$ cat src/rtl/spch_pkg.sv
package spch_pkg;
    typedef enum logic [1:0] {
        FILL_EMPTY,
        FILL_LOW,
        FILL_HIGH,
        FILL_FULL
    } fill_t;

    typedef enum logic {
        IRQ_QUIET,
        IRQ_ALERT
    } irq_t;

    localparam int STAT_W  = 8;
    localparam int ST_LOW  = 0;
    localparam int ST_DONE = 1;
    localparam int ST_FULL = 2;
    localparam int ST_OVF  = 3;
    localparam int ST_UNF  = 4;
endpackage

$ cat src/rtl/spch_ser_asm.sv
module spch_ser_asm #(
    parameter int DW = 8
) (
    input  logic          clk,
    input  logic          rst_n,
    input  logic          en,
    input  logic          bit_stb,
    input  logic          bit_in,
    output logic          byte_stb,
    output logic [DW-1:0] byte_out
);
    localparam int BC_W = $clog2(DW);

    logic [BC_W-1:0] bcnt;
    logic [DW-1:0]   shreg;
    logic            last;

    assign last = (bcnt == BC_W'(DW - 1));

    // bit counter and shift storage, LSB first
    always_ff @(posedge clk) begin
        if (!rst_n) begin
            bcnt  <= '0;
            shreg <= '0;
        end else if (!en) begin
            bcnt <= '0;
        end else if (bit_stb) begin
            shreg[bcnt] <= bit_in;
            bcnt        <= last ? '0 : bcnt + 1'b1;
        end
    end

    // completed byte includes the bit arriving on the final strobe
    always_comb begin
        byte_out       = shreg;
        byte_out[bcnt] = bit_in;
    end

    assign byte_stb = en && bit_stb && last;
endmodule

$ cat src/rtl/spch_fifo_core.sv
module spch_fifo_core
    import spch_pkg::*;
#(
    parameter int DW       = 8,
    parameter int DEPTH    = 16,
    parameter int LOW_MARK = DEPTH / 2,
    localparam int AW      = $clog2(DEPTH),
    localparam int CW      = $clog2(DEPTH + 1)
) (
    input  logic          clk,
    input  logic          rst_n,
    input  logic          push,
    input  logic [DW-1:0] push_data,
    input  logic          pop,
    output logic [DW-1:0] pop_data,
    output logic          pop_valid,
    output logic          acc_push,
    output logic          acc_pop,
    output logic          low_evt,
    output logic          full,
    output logic [CW-1:0] occ
);
    logic [DW-1:0] mem [DEPTH];
    logic [AW-1:0] wr_ptr, rd_ptr;
    logic [CW-1:0] occ_nxt;
    fill_t         fill_q, fill_nxt;

    assign acc_push = push && (fill_q != FILL_FULL);
    assign acc_pop  = pop && (fill_q != FILL_EMPTY);
    assign occ_nxt  = occ + CW'(acc_push) - CW'(acc_pop);
    assign low_evt  = (acc_push || acc_pop) && (occ_nxt <= CW'(LOW_MARK));

    // fill state transitions
    always_comb begin
        fill_nxt = fill_q;
        unique case (fill_q)
            FILL_EMPTY: if (acc_push) fill_nxt = FILL_LOW;
            FILL_LOW: begin
                if (occ_nxt == '0)                fill_nxt = FILL_EMPTY;
                else if (occ_nxt > CW'(LOW_MARK)) fill_nxt = FILL_HIGH;
            end
            FILL_HIGH: begin
                if (occ_nxt == CW'(DEPTH))         fill_nxt = FILL_FULL;
                else if (occ_nxt <= CW'(LOW_MARK)) fill_nxt = FILL_LOW;
            end
            FILL_FULL: if (occ_nxt < CW'(DEPTH)) fill_nxt = FILL_HIGH;
        endcase
    end

    // state register
    always_ff @(posedge clk) begin
        if (!rst_n) begin
            fill_q <= FILL_EMPTY;
            occ    <= '0;
            wr_ptr <= '0;
            rd_ptr <= '0;
        end else begin
            fill_q <= fill_nxt;
            occ    <= occ_nxt;
            if (acc_push) wr_ptr <= wr_ptr + 1'b1;
            if (acc_pop)  rd_ptr <= rd_ptr + 1'b1;
        end
    end

    always_ff @(posedge clk) begin
        if (acc_push) mem[wr_ptr] <= push_data;
    end

    // output process
    always_ff @(posedge clk) begin
        if (!rst_n) begin
            pop_data  <= '0;
            pop_valid <= 1'b0;
        end else begin
            pop_valid <= acc_pop;
            if (acc_pop)  pop_data <= mem[rd_ptr];
            else if (pop) pop_data <= '0;
        end
    end

    assign full = (fill_q == FILL_FULL);
endmodule

$ cat src/rtl/spch_irq_ctrl.sv
module spch_irq_ctrl
    import spch_pkg::*;
(
    input  logic              clk,
    input  logic              rst_n,
    input  logic              low_evt,
    input  logic              done_evt,
    input  logic              ovf_evt,
    input  logic              unf_evt,
    input  logic              full,
    input  logic              stat_rd,
    output logic [STAT_W-1:0] status,
    output logic              irq
);
    logic f_low, f_done, f_ovf, f_unf;
    irq_t st_q, st_nxt;

    always_comb begin
        st_nxt = st_q;
        unique case (st_q)
            IRQ_QUIET: if (low_evt || done_evt) st_nxt = IRQ_ALERT;
            IRQ_ALERT: if (stat_rd && !low_evt && !done_evt) st_nxt = IRQ_QUIET;
        endcase
    end

    // state and flag registers; a same-cycle event beats the read clear
    always_ff @(posedge clk) begin
        if (!rst_n) begin
            st_q   <= IRQ_QUIET;
            f_low  <= 1'b0;
            f_done <= 1'b0;
            f_ovf  <= 1'b0;
            f_unf  <= 1'b0;
        end else begin
            st_q   <= st_nxt;
            f_low  <= (f_low  && !stat_rd) || low_evt;
            f_done <= (f_done && !stat_rd) || done_evt;
            f_ovf  <= (f_ovf  && !stat_rd) || ovf_evt;
            f_unf  <= (f_unf  && !stat_rd) || unf_evt;
        end
    end

    // outputs
    always_comb begin
        status          = '0;
        status[ST_LOW]  = f_low;
        status[ST_DONE] = f_done;
        status[ST_FULL] = full;
        status[ST_OVF]  = f_ovf;
        status[ST_UNF]  = f_unf;
        irq             = (st_q == IRQ_ALERT);
    end
endmodule

$ cat src/rtl/spch_fifo_ctrl.sv
module spch_fifo_ctrl
    import spch_pkg::*;
#(
    parameter int DW       = 8,
    parameter int DEPTH    = 16,
    parameter int LOW_MARK = DEPTH / 2,
    localparam int CW      = $clog2(DEPTH + 1)
) (
    input  logic              clk,
    input  logic              rst_n,
    input  logic              host_wr,
    input  logic [DW-1:0]     host_wdata,
    input  logic              stat_rd,
    output logic [STAT_W-1:0] status_o,
    input  logic              ser_mode,
    input  logic              ser_stb,
    input  logic              ser_bit,
    input  logic              pop_req,
    output logic [DW-1:0]     pop_data,
    output logic              pop_valid,
    input  logic              phrase_end,
    output logic              ready_o,
    output logic              irq_o
);
    logic          ser_byte_stb;
    logic [DW-1:0] ser_byte;
    logic          push;
    logic [DW-1:0] push_data;
    logic          acc_push, acc_pop, low_evt, full;
    logic [CW-1:0] occ;

    spch_ser_asm #(.DW(DW)) u_ser (
        .clk      (clk),
        .rst_n    (rst_n),
        .en       (ser_mode),
        .bit_stb  (ser_stb),
        .bit_in   (ser_bit),
        .byte_stb (ser_byte_stb),
        .byte_out (ser_byte)
    );

    // source select: the unused path is ignored
    assign push      = ser_mode ? ser_byte_stb : host_wr;
    assign push_data = ser_mode ? ser_byte : host_wdata;

    spch_fifo_core #(.DW(DW), .DEPTH(DEPTH), .LOW_MARK(LOW_MARK)) u_core (
        .clk       (clk),
        .rst_n     (rst_n),
        .push      (push),
        .push_data (push_data),
        .pop       (pop_req),
        .pop_data  (pop_data),
        .pop_valid (pop_valid),
        .acc_push  (acc_push),
        .acc_pop   (acc_pop),
        .low_evt   (low_evt),
        .full      (full),
        .occ       (occ)
    );

    spch_irq_ctrl u_irq (
        .clk      (clk),
        .rst_n    (rst_n),
        .low_evt  (low_evt),
        .done_evt (phrase_end),
        .ovf_evt  (push && !acc_push),
        .unf_evt  (pop_req && !acc_pop),
        .full     (full),
        .stat_rd  (stat_rd),
        .status   (status_o),
        .irq      (irq_o)
    );

    assign ready_o = !full;
endmodule

$ cat config.mk
export PLATFORM = sky130hd
export DESIGN_NAME = spch_fifo_ctrl
export DESIGN_NICKNAME = d
export VERILOG_FILES = /design/src/rtl/spch_pkg.sv /design/src/rtl/spch_ser_asm.sv /design/src/rtl/spch_fifo_core.sv /design/src/rtl/spch_irq_ctrl.sv /design/src/rtl/spch_fifo_ctrl.sv
export SDC_FILE = /design/constraint.sdc
export NUM_CORES = 1
export LEC_CHECK = 0
export CORE_MARGIN = 4
export CORE_UTILIZATION = 45
export CTS_BUF_LIST = sky130_fd_sc_hd__clkbuf_2 sky130_fd_sc_hd__clkbuf_4 sky130_fd_sc_hd__clkbuf_8
export DETAILED_ROUTE_END_ITERATION = 12
export GPL_TIMING_DRIVEN = 0
export HOLD_SLACK_MARGIN = 0.02
export PLACE_DENSITY = 0.71
export SETUP_SLACK_MARGIN = 0.02
export SYNTH_ARGS = -nofsm -noshare
export SYNTH_HDL_FRONTEND = slang
export SYNTH_SLANG_ARGS = --single-unit
$ cat constraint.sdc
create_clock -name clk -period 3 [get_ports clk]
set_input_delay 0.45 -clock clk [delete_from_list [all_inputs] [get_ports clk]]
set_output_delay 0.45 -clock clk [all_outputs]
set_load 0.05 [all_outputs]
## Yosys cells after proc, flatten, opt, wreduce, memory -nomap -nowiden

Memory sizes are Yosys's and may differ from the RTL's. A register that Yosys moved wholly into a read port is not among the register bits.
Index checks and enable logic that the tools add are counted.

| storage, ports and cells | value |
|---|---|
| flip-flop bits (word level) | 40 |
| bits in writable memories | 128 |
| input port bits | 17 |
| output and inout bits | 19 |
| logic and storage cells | 90 |
| memories | 1 |

| cells by class | value |
|---|---|
| add/sub/neg operators | 5 |
| order comparisons | 5 |
| equal/unequal tests | 10 |
| muxes and demuxes | 22 |
| bitwise operators | 1 |
| reduce and logical (&&, ||, !) cells | 33 |

Memory list:

| name | words | width | read ports | clocked after Yosys merged registers in | wr ports | line | text |
|---|---|---|---|---|---|---|---|
| u_core.mem | 16 | 8 | 1 | 1 | 1 | spch_fifo_core.sv:23 | `logic [DW-1:0] mem [DEPTH];` |

Operators by type and width:

| operator | number |
|---|---|
| 2-to-1 mux 8 bit | 3 |
| logical AND 1 bit | 14 |
| 2-to-1 mux 2 bit | 6 |
| adder 4 x 1 -> 4 bit, second input constant | 2 |
| bitwise mux 8 bit | 1 |
| 2-to-1 mux 4 bit | 2 |
| case mux 2 bit (4 select lines) | 1 |
| zero test 1 bit | 6 |
| logical OR 1 bit | 6 |
| 2-to-1 mux 1 bit | 6 |
| inequality test 3 x 1 -> 1 bit, second input constant | 2 |
| adder 5 x 1 -> 5 bit | 1 |
| == test 5 bit, second input constant | 1 |
| > comparator 5 x 4 -> 1 bit, second input constant | 1 |
| less-or-equal comparator 5 x 4 -> 1 bit, second input constant | 1 |
| zero test 5 bit | 1 |
| < comparator 5 bit, second input constant | 1 |
| subtractor 5 x 1 -> 5 bit | 1 |
| == test 2 bit, second input constant | 2 |
| < comparator 3 x 4 -> 1 bit, second input constant | 1 |
| inequality test 2 bit, second input constant | 2 |
| AND reduction 2 bit | 2 |
| AND reduction 4 bit | 1 |
| nonzero test 2 bit | 2 |
| 10 further kinds | 10 |

## Depth between registers and ports, before layout

Gate-level depths: netlist of run 1.

| logic depth | value |
|---|---|
| word-level depth | 13 |
| depth in mapped cells | 13 |
| gate-level depth less buffers | 12 |

## Modules after synthesis

Synthesis of run 1 repeated with hierarchy kept, for this count alone.

| unflattened totals | value |
|---|---|
| cell total of the unflattened synthesis | 438 |
| area, all modules | 7349.5 um^2 |

Modules (own cells, without submodules):

| module | instances | cells each | area each (um^2) | seq. area each (um^2) |
|---|---|---|---|---|
| spch_fifo_core | 1 | 333 | 6302.3 | 4404.2 |
| spch_ser_asm | 1 | 68 | 673.1 | 220.2 |
| spch_irq_ctrl | 1 | 24 | 234.0 | 100.1 |
| spch_fifo_ctrl | 1 | 13 | 140.1 | 0.0 |

## Worst setup path before layout of run 1

Ideal clock, no wire load.

| timing | value |
|---|---|
| kind | input-to-reg |
| start point | in ser_stb |
| end point | reg u_irq.st_q, in the netlist u_irq.irq |
| library setup time | 120 ps |
| arrival time | 2786 ps |
| required time | 2880 ps |
| setup slack | 94 ps |
| cell stages on the path | 11 |
| buffers on the path | 1 |
| cells stage by stage | clkbuf_1 nand3_1 a21oi_2 ha_1 inv_1 fa_1 xnor2_1 nor3b_1 nor3_1 nor3_1 o31a_1 |

| on the way | value |
|---|---|
| cells in the longest elaborated chain, start to end | 13 |
| elaborated cells on any way between the ends | 16 |
| classes of those cells | add/sub (2); order compare (1); mux (4); reduce/logical (9) |

RTL lines:

| what | line | text |
|---|---|---|
| start, declared | spch_fifo_ctrl.sv:16 | `input logic ser_stb,` |
| logical AND 1 bit * (2 in series) | spch_ser_asm.sv:39 | `assign byte_stb = en && bit_stb && last;` |
| 2-to-1 mux 1 bit * | spch_fifo_ctrl.sv:43 | `assign push = ser_mode ? ser_byte_stb : host_wr;` |
| logical AND 1 bit * | spch_fifo_core.sv:28 | `assign acc_push = push && (fill_q != FILL_FULL);` |
| adder 5 x 1 -> 5 bit | spch_fifo_core.sv:30 | `assign occ_nxt = occ + CW'(acc_push) - CW'(acc_pop);` |
| subtractor 5 x 1 -> 5 bit | spch_fifo_core.sv:30 |  |
| less-or-equal comparator 5 x 4 -> 1 bit | spch_fifo_core.sv:31 | `assign low_evt = (acc_push \|\| acc_pop) && (occ_nxt <= CW'(LOW_MARK));` |
| logical AND 1 bit * | spch_fifo_core.sv:31 |  |
| zero test 1 bit | spch_irq_ctrl.sv:22 | `IRQ_ALERT: if (stat_rd && !low_evt && !done_evt) st_nxt = IRQ_QUIET;` |
| logical AND 1 bit (2 in series) | spch_irq_ctrl.sv:22 |  |
| 2-to-1 mux 1 bit | spch_irq_ctrl.sv:22 |  |
| case mux 1 bit (2 select lines) * | spch_irq_ctrl.sv:20 | `unique case (st_q)` |
| end signal, assigned | spch_irq_ctrl.sv:35 | `st_q <= st_nxt;` |
| end, declared | spch_irq_ctrl.sv:16 | `irq_t st_q, st_nxt;` |

Every way passes the cells marked *; elsewhere a longest branch is shown, timed or not.
A chain may end at the register's enable or synchronous reset.

## Worst setup path in the final report of run 1

| timing | value |
|---|---|
| start point | in pop_req |
| end point | reg u_irq.st_q, in the netlist u_irq.irq |

| on the way | value |
|---|---|
| cells in the longest elaborated chain, start to end | 9 |
| elaborated cells on any way between the ends | 12 |
| classes of those cells | add/sub (1); order compare (1); mux (3); reduce/logical (7) |

RTL lines:

| what | line | text |
|---|---|---|
| start, declared | spch_fifo_ctrl.sv:18 | `input logic pop_req,` |
| logical AND 1 bit * | spch_fifo_core.sv:29 | `assign acc_pop = pop && (fill_q != FILL_EMPTY);` |
| named net acc_pop | spch_fifo_ctrl.sv:29 | `logic acc_push, acc_pop, low_evt, full;` |
| subtractor 5 x 1 -> 5 bit | spch_fifo_core.sv:30 |  |
| less-or-equal comparator 5 x 4 -> 1 bit | spch_fifo_core.sv:31 |  |
| logical AND 1 bit * | spch_fifo_core.sv:31 |  |
| zero test 1 bit | spch_irq_ctrl.sv:22 |  |
| logical AND 1 bit (2 in series) | spch_irq_ctrl.sv:22 |  |
| 2-to-1 mux 1 bit | spch_irq_ctrl.sv:22 |  |
| case mux 1 bit (2 select lines) * | spch_irq_ctrl.sv:20 |  |

The timed path passes the listed nets; every way through them passes the cells marked *.

==> impl_metrics.prom, run 1 <==
# TYPE chip_impl_metric gauge
chip_impl_metric{name="synth_top_cell_area_share",unit="%"} 53.4
chip_impl_metric{name="p_comb_share",unit="%"} 22.9
chip_impl_metric{name="slew_margin_rel",unit="%"} 14.0
chip_impl_metric{name="die_area",unit="um^2"} 18100
chip_impl_metric{name="area_taken_by_multi_input_logic_gates",unit="um^2"} 2330
chip_impl_metric{name="setup_violations",unit=""} 0
chip_impl_metric{name="detailedRoute.firstPassIterationCount",unit=""} 4
chip_impl_metric{name="std_cell_rows",unit=""} 45
chip_impl_info{name="timing.hold.worst.class",value="input pin to flop"} 1
chip_impl_metric{name="numPortBuffers",unit=""} 31
chip_impl_metric{name="setup_slack",unit="ps"} 153
chip_impl_metric{name="worst-slew-pin-transition",unit="ps"} 1290
chip_impl_info{name="synth_top_flop_cell",value="sky130_fd_sc_hd__edfxtp_1"} 1
chip_impl_metric{name="worst_r2r_path_depth",unit=""} 13
chip_impl_info{name="reg2reg_start",value="u_ser.bcnt[1]$_SDFFE_PN0P_"} 1
chip_impl_info{name="synthTopCellsByArea",value="sky130_fd_sc_hd__edfxtp_1, sky130_fd_sc_hd__dfxtp_1, sky130_fd_sc_hd__mux4_1"} 1
chip_impl_metric{name="clk_transition_reported_paths",unit="ps"} 80
chip_impl_metric{name="die_height",unit="um"} 134
chip_impl_metric{name="synth_edf_count",unit=""} 128
chip_impl_metric{name="dp_slack",unit="ps"} -614
chip_impl_metric{name="synth_seq_area_share",unit="%"} 65.6
chip_impl_metric{name="sw_frac_of_total",unit="%"} 26.6
chip_impl_info{name="regToRegEndpoint",value="u_irq.irq$_SDFF_PN0_"} 1
chip_impl_metric{name="pwr-share-seq",unit="%"} 47.5
chip_impl_metric{name="fillers",unit=""} 1241
chip_impl_metric{name="post-route-min-period",unit="ps"} 2850
chip_impl_metric{name="finalNonFillerCells",unit=""} 727
chip_impl_info{name="min_to",value="u_ser.bcnt[1]$_SDFFE_PN0P_"} 1
chip_impl_metric{name="fp.coreArea",unit="um^2"} 15400
chip_impl_metric{name="dp.cells",unit=""} 690
chip_impl_metric{name="place_area",unit="um^2"} 7780
chip_impl_metric{name="synthesis.area_per_instance",unit="um^2"} 16.1
chip_impl_metric{name="power.switching",unit="mW"} 1.52
chip_impl_info{name="crit_path_launch_type",value="input pin"} 1
chip_impl_metric{name="insertedDiodeCount",unit=""} 0
chip_impl_metric{name="static-leakage-power",unit="nW"} 2.81
chip_impl_metric{name="grt_first_pass_wirelength",unit="um"} 21800
chip_impl_info{name="timing.critical_path.to_type",value="flop"} 1
chip_impl_metric{name="initial_core_util",unit="%"} 46.7
chip_impl_metric{name="cts.sinks",unit=""} 172
chip_impl_metric{name="post_synth_instance_area",unit="um^2"} 7200
chip_impl_metric{name="antenna_found_initial",unit=""} 0
chip_impl_metric{name="vias",unit=""} 3814
chip_impl_metric{name="fin_total_pwr",unit="mW"} 5.71
chip_impl_metric{name="design.final.nets",unit=""} 533
chip_impl_metric{name="grt_max_degree",unit=""} 17
chip_impl_metric{name="htreeDepth",unit=""} 4
chip_impl_metric{name="seq_area",unit="um^2"} 4730
chip_impl_metric{name="pwr-share-clk",unit="%"} 29.6
chip_impl_metric{name="fmax",unit="MHz"} 351
chip_impl_metric{name="arrival",unit="ps"} 3190
chip_impl_metric{name="tritoncts.num_buffers",unit=""} 17
chip_impl_metric{name="dpl.hpwl",unit="um"} 9360
chip_impl_metric{name="max-cap-violations",unit=""} 0
chip_impl_metric{name="insertion_delay",unit="ps"} 450
chip_impl_metric{name="drt-initial-drc-count",unit=""} 246
chip_impl_metric{name="grt_pass1_vias",unit=""} 4001
chip_impl_metric{name="drive_above_1_share",unit="%"} 14.7
chip_impl_metric{name="groute.usage.overall",unit="%"} 16.3
chip_impl_info{name="clock_tree.root_cell",value="sky130_fd_sc_hd__clkbuf_8"} 1
chip_impl_metric{name="area_overhead_of_the_layout_relative_to_synthesis",unit="%"} 15.6
chip_impl_info{name="synth_top_cells_by_count",value="sky130_fd_sc_hd__edfxtp_1, sky130_fd_sc_hd__dfxtp_1, sky130_fd_sc_hd__nor2_1"} 1
chip_impl_metric{name="final_area",unit="um^2"} 8320
chip_impl_metric{name="clk_path_buf_depth",unit=""} 2
chip_impl_metric{name="globalplace.congestion",unit=""} 0.802
chip_impl_info{name="worstHoldStart",value="ser_stb"} 1
chip_impl_metric{name="synthesis.yosys.warnings",unit=""} 0
chip_impl_metric{name="power_density",unit="nW/um^2"} 686
chip_impl_metric{name="final_number_of_max_transition_violations",unit=""} 0
chip_impl_metric{name="design.portCount",unit=""} 36
chip_impl_info{name="setup.worst_path.class",value="input pin to flop"} 1
chip_impl_metric{name="fin_worst_skew",unit="ps"} 10.3
chip_impl_metric{name="min_delay_path_depth",unit=""} 3
chip_impl_info{name="run_status",value="completed"} 1
chip_impl_metric{name="finalHoldViolCount",unit=""} 0
chip_impl_metric{name="utilization",unit="%"} 53.9
chip_impl_metric{name="drt-wirelength-per-cell",unit="um"} 19.0
chip_impl_info{name="yosys.area.top_type",value="sky130_fd_sc_hd__edfxtp_1"} 1
chip_impl_metric{name="postSynthRegisterBits",unit=""} 172
chip_impl_metric{name="post_synth_num_cell_types",unit=""} 39
chip_impl_metric{name="r2r_slack",unit="ps"} 180
chip_impl_metric{name="cts_hold_buffers",unit=""} 0
chip_impl_metric{name="postRouteAntennaNets",unit=""} 0
chip_impl_info{name="tritoncts_clock_tree",value="built"} 1
chip_impl_metric{name="die_w",unit="um"} 134
chip_impl_metric{name="irDropWorstVdd",unit="mV"} 0.508
chip_impl_metric{name="p_int",unit="mW"} 4.19
chip_impl_info{name="synthMostInstantiatedCell",value="sky130_fd_sc_hd__edfxtp_1"} 1
chip_impl_metric{name="worst-path-max-fanout",unit=""} 7
chip_impl_metric{name="post-route-period-util",unit="%"} 94.9
chip_impl_metric{name="finalWirelength",unit="um"} 13800
chip_impl_metric{name="drc_errors",unit=""} 0
chip_impl_info{name="rsz_0062_raised_after_global_routing",value="true"} 1
chip_impl_metric{name="globalRouteOverflowTotal",unit=""} 0
chip_impl_metric{name="required",unit="ps"} 3340
chip_impl_metric{name="via_per_inst",unit=""} 5.25
chip_impl_metric{name="postSynth.asyncResetShare",unit="%"} 0
chip_impl_metric{name="synth_cells",unit=""} 446
==> cells in the final DEF, fill, tap and decap left out, types with 3 or more instances in the layout <==
| cell | instances |
|---|---|
| sky130_fd_sc_hd__a22o_1 | 8 |
| sky130_fd_sc_hd__clkbuf_8 | 17 |
| sky130_fd_sc_hd__and2_1 | 11 |
| sky130_fd_sc_hd__mux4_2 | 12 |
| sky130_fd_sc_hd__clkinv_1 | 3 |
| sky130_fd_sc_hd__clkdlybuf4s50_1 | 31 |
| sky130_fd_sc_hd__clkinv_2 | 4 |
| sky130_fd_sc_hd__bufinv_16 | 4 |
| sky130_fd_sc_hd__buf_1 | 4 |
| sky130_fd_sc_hd__buf_6 | 3 |
| sky130_fd_sc_hd__inv_1 | 11 |
| sky130_fd_sc_hd__nand3b_1 | 3 |
| sky130_fd_sc_hd__nand3_1 | 3 |
| sky130_fd_sc_hd__xnor2_1 | 5 |
| sky130_fd_sc_hd__buf_4 | 12 |
| sky130_fd_sc_hd__a21oi_1 | 10 |
| sky130_fd_sc_hd__nand2b_1 | 6 |
| sky130_fd_sc_hd__ha_1 | 11 |
| sky130_fd_sc_hd__dfxtp_1 | 43 |
| sky130_fd_sc_hd__nand2_1 | 16 |
| sky130_fd_sc_hd__a21boi_0 | 7 |
| sky130_fd_sc_hd__mux4_1 | 28 |
| sky130_fd_sc_hd__nor3_1 | 4 |
| sky130_fd_sc_hd__nor3_2 | 4 |
| sky130_fd_sc_hd__nor2_1 | 39 |
| sky130_fd_sc_hd__edfxtp_1 | 128 |
| sky130_fd_sc_hd__nor2b_1 | 13 |
| sky130_fd_sc_hd__clkbuf_1 | 15 |
| sky130_fd_sc_hd__conb_1 | 3 |
| sky130_fd_sc_hd__mux2i_1 | 14 |
| sky130_fd_sc_hd__nor3b_1 | 3 |
| sky130_fd_sc_hd__o21a_1 | 3 |
| sky130_fd_sc_hd__o21ai_0 | 8 |
==> power by group through the flow <==
stage          sequential (mW)  combinational (mW)  clock [mW]
2_1_floorplan             2.83               0.818           0
3_3_place_gp              2.76                1.17           0
5_1_grt                   2.72                1.41        1.83
4_1_cts                   2.71                1.22        1.72
6_report                  2.71                1.31        1.69
3_5_place_dp              2.76                1.20           0
==> cells by family after synthesis <==
kind of cell	Yosys count	synth area share (%)
compound gates	46	4.40
xor+xnor	9	1.10
fa+ha+maj	13	2.36
buf+inv	43	3.18
flops	172	65.6
mux	54	15.9
other cells	1	0.0521
simple gates	108	7.34
==> per-layer routing <==
metal | up-vias | share of wire (%) | global-route usage (%)
met5 | - | 0 | 0
met4 | 0 | 1.8 | 6.79
met3 | 15 | 5.6 | 3.80
met2 | 99 | 51 | 26.5
met1 | 1881 | 41 | 21.1
li1 | 1819 | - | -
==> sequential cells by signal, summed over array words and instances (netlist names), 2 cells and up, named ones only <==
signal           cells
u_core.wr_ptr        4
u_ser.shreg          8
u_ser.bcnt           3
u_core.fill_q        2
u_core.occ           5
u_core.pop_data      8
u_core.rd_ptr        4
u_core.mem         128
==> layout make-up <==
cell class / count / area share [%]
clock inverter: 14 / 2.12
sequential: 172 / 56.8
tap: 211 / 3.17
multi-input combinational: 233 / 28.0
timing repair buffer: 36 / 4.23
buffer: 32 / 2.27
clock buffer: 18 / 2.90
inverter: 11 / 0.496
==> worst max-delay path: stages <==
cell and delay (ps):
sky130_fd_sc_hd__clkdlybuf4s50_1 450, sky130_fd_sc_hd__nor2b_1 140, sky130_fd_sc_hd__buf_2 160, sky130_fd_sc_hd__ha_1 280, sky130_fd_sc_hd__inv_1 40, sky130_fd_sc_hd__ha_1 200
sky130_fd_sc_hd__inv_1 70, sky130_fd_sc_hd__fa_2 440, sky130_fd_sc_hd__nor3b_2 170, sky130_fd_sc_hd__buf_4 140, sky130_fd_sc_hd__nor3_4 240, sky130_fd_sc_hd__nor3_1 110
sky130_fd_sc_hd__o31a_1 280
==> worst max-delay path by stage <==
stage / to / from / slack [ps]
CTS: u_irq.irq$_SDFF_PN0_ / u_ser.bcnt[0]$_SDFFE_PN0P_ / 20
detailed placement: u_irq.irq$_SDFF_PN0_ / pop_req / -610
finish: u_irq.irq$_SDFF_PN0_ / pop_req / 150
floorplan: u_irq.irq$_SDFF_PN0_ / ser_stb / 90
global placement: u_irq.irq$_SDFF_PN0_ / pop_req / -560
global route: u_irq.irq$_SDFF_PN0_ / u_ser.bcnt[1]$_SDFFE_PN0P_ / 5
==> per-stage QoR <==
stage               setup TNS, ps  hold WS [ps]
floorplan                       0           457
finish                          0           454
detailed placement         -20190           466
CTS                             0           402
global placement           -13170           461
global route                    0           436
==> what timing repair did <==
action	in CTS	in global routing
setup buffers	1	2
pin swaps	1	5
setup endpoints to repair	36	20
cloned	0	0
resized for setup	4	11
No activity file was read; power rests on OpenSTA's default activity.
==> run 2: changes to the inputs <==
MAX_ROUTING_LAYER = met4   (was default)
PLACE_DENSITY = 0.69   (was 0.71)
SKIP_LAST_GASP = 1   (was default)
clock period = 3.6 ns   (was 3 ns; I/O delays follow)
==> run 2 against run 1 <==
Count of clock-buffer cells in the layout is 1 lower. First-iteration DRC count is 35% higher. Sequential share of layout area is 1.1 points higher. Clock skew hardly changed. Combinational power is 26% lower. Core utilization is 1.1 points lower. Via count is 0.16% lower. Sequential power is 17% lower. Hold slack better by 40 ps. Wire length is 5.7% lower. Cell area is 2.0% lower. Highest routed layer unchanged. Critical path type unchanged.
==> impl_metrics.prom, run 2 (synthesis gave the netlist of run 1 again) <==
# TYPE chip_impl_metric gauge
chip_impl_metric{name="fin_worst_skew",unit="ps"} 10.3
chip_impl_metric{name="pwr-share-seq",unit="%"} 50.8
chip_impl_info{name="tritoncts_clock_tree",value="built"} 1
chip_impl_metric{name="post_cts_buffers",unit=""} 0
chip_impl_metric{name="arrival",unit="ps"} 3560
chip_impl_metric{name="final_number_of_max_transition_violations",unit=""} 0
chip_impl_metric{name="required",unit="ps"} 3930
chip_impl_metric{name="worst-path-max-fanout",unit=""} 7
chip_impl_metric{name="place_area",unit="um^2"} 7780
chip_impl_info{name="layout_common_cells",value="sky130_fd_sc_hd__edfxtp_1, sky130_fd_sc_hd__dfxtp_1, sky130_fd_sc_hd__nor2_1, sky130_fd_sc_hd__clkdlybuf4s50_1, sky130_fd_sc_hd__mux4_1"} 1
chip_impl_metric{name="dpl.hpwl",unit="um"} 9150
chip_impl_metric{name="detailedRoute.firstPassIterationCount",unit=""} 5
chip_impl_metric{name="via_per_inst",unit=""} 5.27
chip_impl_metric{name="finalSetupTns",unit="ps"} 0
chip_impl_info{name="layout.cells.most_common",value="sky130_fd_sc_hd__edfxtp_1"} 1
chip_impl_metric{name="htreeDepth",unit=""} 4
chip_impl_metric{name="sw_frac_of_total",unit="%"} 27.7
chip_impl_metric{name="static-leakage-power",unit="nW"} 2.72
chip_impl_metric{name="post-route-min-period",unit="ps"} 3230
chip_impl_metric{name="insertion_delay",unit="ps"} 440
chip_impl_metric{name="slew_margin_rel",unit="%"} 14.3
chip_impl_info{name="setup.worst_path.class",value="input pin to flop"} 1
chip_impl_metric{name="drive_above_1_share",unit="%"} 10.8
chip_impl_metric{name="p_comb_share",unit="%"} 21.9
chip_impl_info{name="largest_registers",value="u_core.mem x128, u_core.pop_data x8, u_ser.shreg x8"} 1
chip_impl_metric{name="std_cell_rows",unit=""} 45
chip_impl_metric{name="fp.coreArea",unit="um^2"} 15400
chip_impl_metric{name="grt_first_pass_wirelength",unit="um"} 20900
chip_impl_info{name="regMostFlops",value="u_core.mem"} 1
chip_impl_metric{name="fin_total_pwr",unit="mW"} 4.45
chip_impl_info{name="rsz_0062_raised_after_global_routing",value="false"} 1
chip_impl_metric{name="globalRouteOverflowTotal",unit=""} 0
chip_impl_metric{name="drc_errors",unit=""} 0
chip_impl_metric{name="pwr-share-clk",unit="%"} 27.3
chip_impl_metric{name="groute.usage.overall",unit="%"} 15.7
chip_impl_metric{name="antenna_found_initial",unit=""} 0
chip_impl_metric{name="hold_ws",unit="ps"} 493
chip_impl_metric{name="final_area",unit="um^2"} 8150
chip_impl_metric{name="tritoncts.num_buffers",unit=""} 17
chip_impl_metric{name="area_overhead_of_the_layout_relative_to_synthesis",unit="%"} 13.3
chip_impl_metric{name="cts_hold_buffers",unit=""} 0
chip_impl_metric{name="postRouteAntennaNets",unit=""} 0
chip_impl_metric{name="globalplace.congestion",unit=""} 0.792
chip_impl_metric{name="post_cts_repair_resize_count",unit=""} 0
chip_impl_metric{name="finalHoldViolCount",unit=""} 0
chip_impl_metric{name="numPortBuffers",unit=""} 31
chip_impl_metric{name="cts.sinks",unit=""} 172
chip_impl_metric{name="initial_core_util",unit="%"} 46.7
chip_impl_metric{name="power.switching",unit="mW"} 1.23
chip_impl_metric{name="irDropWorstVdd",unit="mV"} 0.441
chip_impl_metric{name="grt_max_degree",unit=""} 17
chip_impl_metric{name="drt-initial-drc-count",unit=""} 332
chip_impl_metric{name="largest_register_ffs",unit=""} 128
chip_impl_info{name="run_status",value="completed"} 1
chip_impl_metric{name="power_density",unit="nW/um^2"} 545
chip_impl_metric{name="die_w",unit="um"} 134
chip_impl_metric{name="die_area",unit="um^2"} 18100
chip_impl_info{name="crit_path_launch_type",value="input pin"} 1
chip_impl_metric{name="design.final.nets",unit=""} 528
chip_impl_info{name="timing.hold.worst.class",value="flop to flop"} 1
chip_impl_metric{name="clk_path_buf_depth",unit=""} 2
chip_impl_info{name="timing.critical_path.to_type",value="flop"} 1
chip_impl_metric{name="finalWirelength",unit="um"} 13000
chip_impl_metric{name="worst-slew-pin-transition",unit="ps"} 1280
chip_impl_metric{name="die_height",unit="um"} 134
chip_impl_metric{name="drt-wirelength-per-cell",unit="um"} 18.0
chip_impl_metric{name="clk_transition_reported_paths",unit="ps"} 90
chip_impl_metric{name="design.portCount",unit=""} 36
chip_impl_metric{name="insertedDiodeCount",unit=""} 0
chip_impl_info{name="clock_tree.root_cell",value="sky130_fd_sc_hd__clkbuf_8"} 1
chip_impl_metric{name="max-cap-violations",unit=""} 0
chip_impl_metric{name="fmax",unit="MHz"} 310
chip_impl_metric{name="vias",unit=""} 3808
chip_impl_metric{name="post-route-period-util",unit="%"} 89.7
chip_impl_metric{name="grt_pass1_vias",unit=""} 3765
chip_impl_metric{name="p_int",unit="mW"} 3.21
chip_impl_metric{name="setup_violations",unit=""} 0
[run 2: final timing paths]
path | end | slack, ps | cells past startpoint | start
min | u_core.pop_data[6]$_SDFFE_PN0P_ | 490 | 1 | u_core.pop_data[6]$_SDFFE_PN0P_
min reg2reg | u_core.pop_data[6]$_SDFFE_PN0P_ | 490 | 1 | u_core.pop_data[6]$_SDFFE_PN0P_
max | u_irq.irq$_SDFF_PN0_ | 370 | 13 | pop_req
max reg2reg | u_irq.irq$_SDFF_PN0_ | 440 | 12 | u_ser.bcnt[0]$_SDFFE_PN0P_
[run 2: per-stage QoR]
step / setup slack, ps / std cells / util (%)
after global routing: 114 / 722 / 52.9
after CTS: 306 / 722 / 52.7
after global placement: -43.0 / 690 / 50.4
after floorplan: 604 / 448 / -
final: 371 / 722 / 52.9
after detailed placement: -112 / 690 / 50.4
[run 2: layout make-up]
class                   instances  area (um^2)
plain buffers                  32          188
clock buffers                  17          234
clock inverters                15          125
fillers                      1252         7270
inverters                      11         41.3
multi-input cells             233         2270
flip-flops and latches        172         4720
well taps                     211          264
repair buffers                 31          310
[run 2: power groups by stage]
stage                     Clock [mW]  Combinational [mW]  Sequential, mW
after floorplan                    0               0.682            2.36
after global placement             0               0.960            2.30
after detailed placement           0               0.985            2.30
after CTS                       1.24               0.988            2.26
after global routing            1.34                1.07            2.27
final                           1.21               0.975            2.26
[run 2: critical path, stage by stage]
cell,delay (ps)
sky130_fd_sc_hd__clkdlybuf4s50_1,500
sky130_fd_sc_hd__nor2b_1,130
sky130_fd_sc_hd__clkbuf_1,300
sky130_fd_sc_hd__ha_1,290
sky130_fd_sc_hd__inv_1,60
sky130_fd_sc_hd__ha_1,160
sky130_fd_sc_hd__inv_1,60
sky130_fd_sc_hd__fa_1,390
sky130_fd_sc_hd__xnor2_1,200
sky130_fd_sc_hd__nor3b_1,90
sky130_fd_sc_hd__nor3_1,380
sky130_fd_sc_hd__nor3_1,150
sky130_fd_sc_hd__o31a_1,290
[run 2: metal layers]
layer / GRT usage [%] / vias to the layer above / part of all wire [%]
met5: - / - / 0
met1: 20.1 / 1917 / 45
met3: 4.17 / 9 / 3.1
li1: - / 1804 / -
met4: 3.73 / 0 / 0.97
met2: 25.5 / 78 / 51
==> run 3: changes to the inputs <==
==> constraint.sdc (replaced) <==
create_clock -name clk -period 3.6 [get_ports clk]
set_input_delay 0.36 -clock clk [delete_from_list [all_inputs] [get_ports clk]]
set_output_delay 0.36 -clock clk [all_outputs]
set_load 0.05 [all_outputs]
==> results of run 3 <==
The final DEF is identical to that of run 2. Status: completed.
Main changes from that run: setup slack after placement -112 ps -> 68.1 ps; setup slack after layout 371 ps -> 438 ps; hold slack 493 ps -> 372 ps; start point of the critical path pop_req -> u_ser.bcnt[0]$_SDFFE_PN0P_; end point of the worst hold path u_core.pop_data[6]$_SDFFE_PN0P_ -> u_ser.bcnt[1]$_SDFFE_PN0P_
